[src/rtl/frac_lut_pkg.sv]
package frac_lut_pkg;
  localparam int unsigned LUT_K = 6;

  // Mode bits in the order they follow the table on the serial chain.
  typedef struct packed {
    logic split;
    logic reg_main;
    logic reg_aux;
  } lut_mode_t;

  localparam int unsigned MODE_BITS = $bits(lut_mode_t);

  // Serial chain length for a table of k inputs.
  function automatic int unsigned chain_len(input int unsigned k);
    return (1 << k) + MODE_BITS;
  endfunction

  // Node offset of a given tree level in a flattened mux tree.
  function automatic int unsigned level_base(input int unsigned leaves,
                                             input int unsigned levels,
                                             input int unsigned lvl);
    return 2 * leaves - (2 << (levels - lvl));
  endfunction
endpackage

[src/rtl/frac_lut_cfg.sv]
module frac_lut_cfg
  import frac_lut_pkg::*;
#(
  parameter int unsigned TABLE_BITS = 64
) (
  input  logic                  clk,
  input  logic                  cfg_en,
  input  logic                  cfg_din,
  output logic [TABLE_BITS-1:0] truth_bits,
  output lut_mode_t             mode
);
  localparam int unsigned CHAIN = TABLE_BITS + MODE_BITS;

  logic [CHAIN-1:0] chain_q;

  // MSB-first: the earliest bit travels to the top of the chain.
  always_ff @(posedge clk) begin
    if (cfg_en) chain_q <= {chain_q[CHAIN-2:0], cfg_din};
  end

  assign truth_bits = chain_q[CHAIN-1:MODE_BITS];
  assign mode       = chain_q[MODE_BITS-1:0];
endmodule

[src/rtl/frac_lut_tree.sv]
module frac_lut_tree
  import frac_lut_pkg::*;
#(
  parameter int unsigned LEVELS = 5
) (
  input  logic [(1<<LEVELS)-1:0] leaf,
  input  logic [LEVELS-1:0]      sel,
  output logic                   root
);
  localparam int unsigned LEAVES = 1 << LEVELS;
  localparam int unsigned NODES  = 2 * LEAVES - 1;

  logic [NODES-1:0] node;

  assign node[LEAVES-1:0] = leaf;

  // Level l halves the node count, steered by sel[l].
  for (genvar l = 0; l < LEVELS; l++) begin : g_lvl
    localparam int unsigned SRC = level_base(LEAVES, LEVELS, l);
    localparam int unsigned DST = level_base(LEAVES, LEVELS, l + 1);
    for (genvar k = 0; k < (LEAVES >> (l + 1)); k++) begin : g_mux
      assign node[DST+k] = sel[l] ? node[SRC+2*k+1] : node[SRC+2*k];
    end
  end

  assign root = node[NODES-1];
endmodule

[src/rtl/frac_lut_out.sv]
module frac_lut_out (
  input  logic clk,
  input  logic rst,
  input  logic load,
  input  logic quiet,
  input  logic use_reg,
  input  logic comb_val,
  output logic q,
  output logic dout
);
  always_ff @(posedge clk) begin
    if (rst)       q <= 1'b0;
    else if (load) q <= comb_val;
  end

  always_comb begin
    if (quiet)        dout = 1'b0;
    else if (use_reg) dout = q;
    else              dout = comb_val;
  end
endmodule

[src/rtl/frac_lut_cell.sv]
module frac_lut_cell
  import frac_lut_pkg::*;
#(
  parameter int unsigned K = LUT_K
) (
  input  logic         clk,
  input  logic         rst,
  input  logic         ce,
  input  logic         cfg_en,
  input  logic         cfg_din,
  input  logic [K-1:0] lut_in,
  output logic         out_main,
  output logic         out_aux
);
  localparam int unsigned DEPTH = 1 << K;
  localparam int unsigned HALF  = DEPTH / 2;

  logic [DEPTH-1:0] truth_bits;
  lut_mode_t        mode;

  // Named internal events for the checker.
  logic       cfg_active;
  logic       ff_load;
  logic       half_lo;
  logic       half_hi;
  logic       full_val;
  logic [1:0] comb_v;
  logic [1:0] reg_sel;
  logic [1:0] q_v;
  logic [1:0] dout_v;

  frac_lut_cfg #(.TABLE_BITS(DEPTH)) u_cfg (
    .clk        (clk),
    .cfg_en     (cfg_en),
    .cfg_din    (cfg_din),
    .truth_bits (truth_bits),
    .mode       (mode)
  );

  // Two half trees on the low inputs; one joining stage on the top input.
  frac_lut_tree #(.LEVELS(K-1)) u_tree_lo (
    .leaf (truth_bits[HALF-1:0]),
    .sel  (lut_in[K-2:0]),
    .root (half_lo)
  );

  frac_lut_tree #(.LEVELS(K-1)) u_tree_hi (
    .leaf (truth_bits[DEPTH-1:HALF]),
    .sel  (lut_in[K-2:0]),
    .root (half_hi)
  );

  assign full_val   = lut_in[K-1] ? half_hi : half_lo;
  assign cfg_active = cfg_en;
  assign ff_load    = ce & ~rst & ~cfg_active;

  assign comb_v[0]  = mode.split ? half_lo : full_val;
  assign comb_v[1]  = mode.split ? half_hi : half_lo;
  assign reg_sel    = {mode.reg_aux, mode.reg_main};

  for (genvar o = 0; o < 2; o++) begin : g_out
    frac_lut_out u_out (
      .clk      (clk),
      .rst      (rst),
      .load     (ff_load),
      .quiet    (cfg_active),
      .use_reg  (reg_sel[o]),
      .comb_val (comb_v[o]),
      .q        (q_v[o]),
      .dout     (dout_v[o])
    );
  end

  assign out_main = dout_v[0];
  assign out_aux  = dout_v[1];
endmodule

[config.mk]
export PLATFORM = sky130hd
export DESIGN_NAME = frac_lut_cell
export DESIGN_NICKNAME = d
export VERILOG_FILES = /design/src/rtl/frac_lut_pkg.sv /design/src/rtl/frac_lut_cfg.sv /design/src/rtl/frac_lut_tree.sv /design/src/rtl/frac_lut_out.sv /design/src/rtl/frac_lut_cell.sv
export SDC_FILE = /design/constraint.sdc
export NUM_CORES = 1
export LEC_CHECK = 0
export ABC_AREA = 1
export CORE_ASPECT_RATIO = 1.5
export CORE_MARGIN = 3
export CORE_UTILIZATION = 57
export DETAILED_ROUTE_END_ITERATION = 10
export DONT_BUFFER_PORTS = 1
export PLACE_DENSITY = 0.75
export SETUP_SLACK_MARGIN = 0.15
export SKIP_CTS_REPAIR_TIMING = 1
export SLEW_MARGIN = 20
export SYNTH_ARGS = -nofsm -noshare
export SYNTH_HDL_FRONTEND = slang
export SYNTH_SLANG_ARGS = --single-unit
[constraint.sdc]
create_clock -name clk -period 2.85 [get_ports clk]
set_input_delay 0 -clock clk [delete_from_list [all_inputs] [get_ports clk]]
set_output_delay 0 -clock clk [all_outputs]
set_load 0.01 [all_outputs]
==> impl_metrics.ini <==
[timing]
rsz0062_at_grt = no
period_share_pct = 55.1
fmax_ghz = 0.636
slew_viol_final = 0
fin_worst_skew_ns = 0.00669
hold_viol = 0
worstMarginPinSlew_ns = 0.332
fin_setup_tns_ns = 0
min_period_ns = 1.57
slew_headroom_pct = 77.8
setup-violations-final = 0

[logic_synthesis]
post_synth_and_or_nand_nor_area_fraction_pct = 22.7
ys_warn_count = 0
ys_ff_latch = 69
synth_compound_area_share_pct = 0.345
synth_nets = 258
synth_area_leaders = edfxtp_1, nand2_1, nand3_1
synthXorXnorAreaFrac_pct = 0
synth_top_area_share_pct = 69.3
syn_area_mm2 = 0.00290
synthMuxAreaShare_pct = 0
avgSynthCellArea_um2 = 11.7
ys_seq_area_share_pct = 70.7
ys_types = 15
syn_inst = 247
synth_top_family_by_area = simple AND/OR/NAND/NOR gates
yosys.area.top_type = edfxtp_1
synth_adder_area_share_pct = 0

[finish]
area_growth_pct = 8.62
drive_gt1_share_pct = 8.59
regArea_mm2 = 0.00205
n_antenna_cell = 0
layout_commonest_cell = nand2_1
layout_common_cells = nand2_1, edfxtp_1, nand3_1, inv_1, clkbuf_8
fin_nets = 262
nFillCells = 387
multi_input_area_um2 = 669

[power]
report.power.total_mw = 2.25
p_seq_share_pct = 53.7
p_per_area_mw_per_mm2 = 714
ir_drop_mv = 0.455
power.leakage_nw = 1.23
comb_power_share_pct = 5.5
p_sw_share_pct = 19.9
switchingPower_mw = 0.448
p_clk_share_pct = 40.7
cell_internal_pwr_mw = 1.80

[drt]
drc = 0
ant_nets = 0
vias_per_cell = 5.44
met2_length_um = 2400
drt_iter0_drc = 151
drt_wl_total_um = 5000
dr.pass1.iters = 5
wl_met3_um = 355
wl_per_cell_um = 15.5
num_vias = 1753
m1WireLength_um = 2170
routed.top_layer = met4

[min_path]
worstHoldPathCells = 5
worstHoldEndpoint = g_out[1].u_out.q
hold_path.class = in2reg
hold_start = lut_in[4]

[status]
status = finished clean

[global_routing]
grt.overflow.total = 0
grt_usage_pct = 18.7
grt_pass1_vias = 1604
grt_antenna_before_repair = 0
grt_pass1_wl_um = 8040
grt_max_degree = 71

[placed_design]
port_buffers = 0
place.gp.congestion = 0.820
dp_hpwl_um = 2880

[job]
drv_cap = 0

[clock_network]
clock_sinks = 69
insertion_delay_ns = 0.34
clk_pin_slew_ns = 0.07
cts_max_path_buffers = 2
cts_root_buffer = clkbuf_8
cts-buffers-inserted = 9
cts_tree = built
htreeDepth = 3

[critical_path]
crit_chain = nand2_2, nand3_1, nand3_1, nand2_1, nand2_1, nand3_1, nand3b_1, nand3_1, nand2_1, inv_1
reg2reg_from = u_cfg.chain_q[63]
required_ns = 2.85
critical_path_buf_inv_count = 1
path_common_cell = nand3_1
ff2ff_path_depth = 10
crit_slowest_cell = edfxtp_1
critPathTopFamily = simple AND/OR/NAND/NOR gates
critPathCaptureType = primary output
slowest_delay_ns = 0.42
crit_path_start_kind = register
r2r_end = g_out[0].u_out.q
r2r_slack_ns = 1.56
cp_max_fo = 2
path_class = reg2out
arrival_ns = 1.57

[floorplanning]
initial_core_util_pct = 59.4
die_w_um = 64.3
ios = 13
die-area_mm2 = 0.00600
design.core.area_mm2 = 0.00489
chipHeight_um = 93.4
num_rows = 31
[worst reg2reg max path, stage by stage, from the launching register on]
cell and delay (ns):
edfxtp_1 0.42, nand2_2 0.08, nand3_1 0.06, nand3_1 0.10, nand2_1 0.08, nand2_1 0.07
nand3_1 0.09, nand3b_1 0.12, nand3_1 0.07, nand2_1 0.06, inv_1 0.03
[power by group through the flow]
stage          Combinational (mW)  Clock, mW  Sequential [mW]
3_3_place_gp               0.0985          0             1.23
4_1_cts                     0.101      0.935             1.21
3_5_place_dp                0.101          0             1.23
6_report                    0.125      0.916             1.21
5_1_grt                     0.144      0.973             1.22
2_1_floorplan               0.107          0             1.22
[per-layer routing]
| metal | track usage (%) | up-vias |
|---|---|---|
| li1 | - | 859 |
| met3 | 4.45 | 7 |
| met4 | 11.6 | 0 |
| met5 | 0 | - |
| met2 | 27.3 | 63 |
| met1 | 25.2 | 824 |
[cell type report]
type,instances,share of cell area (%)
sequential,69,65.1
inverter,14,1.91
clock buffer,11,4.17
tap,66,2.62
timing repair buffer,4,1.83
clock inverter,5,3.14
multi-input combinational,153,21.2
[cell families (layout without fill, tap and decap cells)]
family / count (synthesis) / after routing
AOI/OAI and AO/OA: 2 / 2
buffers and inverters: 25 / 34
DFF: 69 / 69
and+or+nand+nor: 151 / 151
[Yosys cell counts]
library cell,instances
nand2_1,82
edfxtp_1,67
nand3_1,59
inv_1,12
buf_6,8
nand2_2,6
nor2_1,3
buf_2,2
dfxtp_1,2
a21oi_1,1
buf_12,1
inv_2,1
inv_8,1
nand3b_1,1
o21ai_0,1
[how the worst max path moves through the flow]
stage                            from                to  slack (ns)  depth (start not counted)
floorplan           u_cfg.chain_q[16]  g_out[0].u_out.q        1.75                         10
global placement    u_cfg.chain_q[63]  g_out[0].u_out.q        1.60                         10
detailed placement  u_cfg.chain_q[36]  g_out[0].u_out.q        1.58                         10
CTS                 u_cfg.chain_q[36]          out_main        1.25                         10
global route        u_cfg.chain_q[36]          out_main        1.08                         10
finish              u_cfg.chain_q[63]          out_main        1.28                         10
[registers in the layout, summed over array words and instances (netlist names)]
register / cells
g_out.u_out.q: 2
u_cfg.chain_q: 67
[stage by stage]
stage	utilization, %	instance area [µm²]	instances	worst slack [ns]	hold WS (ns)
6_report	64.5	3150	322	1.28	0.0223
5_1_grt	64.5	3150	322	1.08	0.0692
4_1_cts	63.3	3090	318	1.25	-0.258
3_5_place_dp	58.6	2860	302	1.58	0.0989
3_3_place_gp	58.6	2860	302	1.60	0.0990
2_1_floorplan	-	2900	247	1.75	0.0989
No activity file was read; power rests on OpenSTA's default activity.
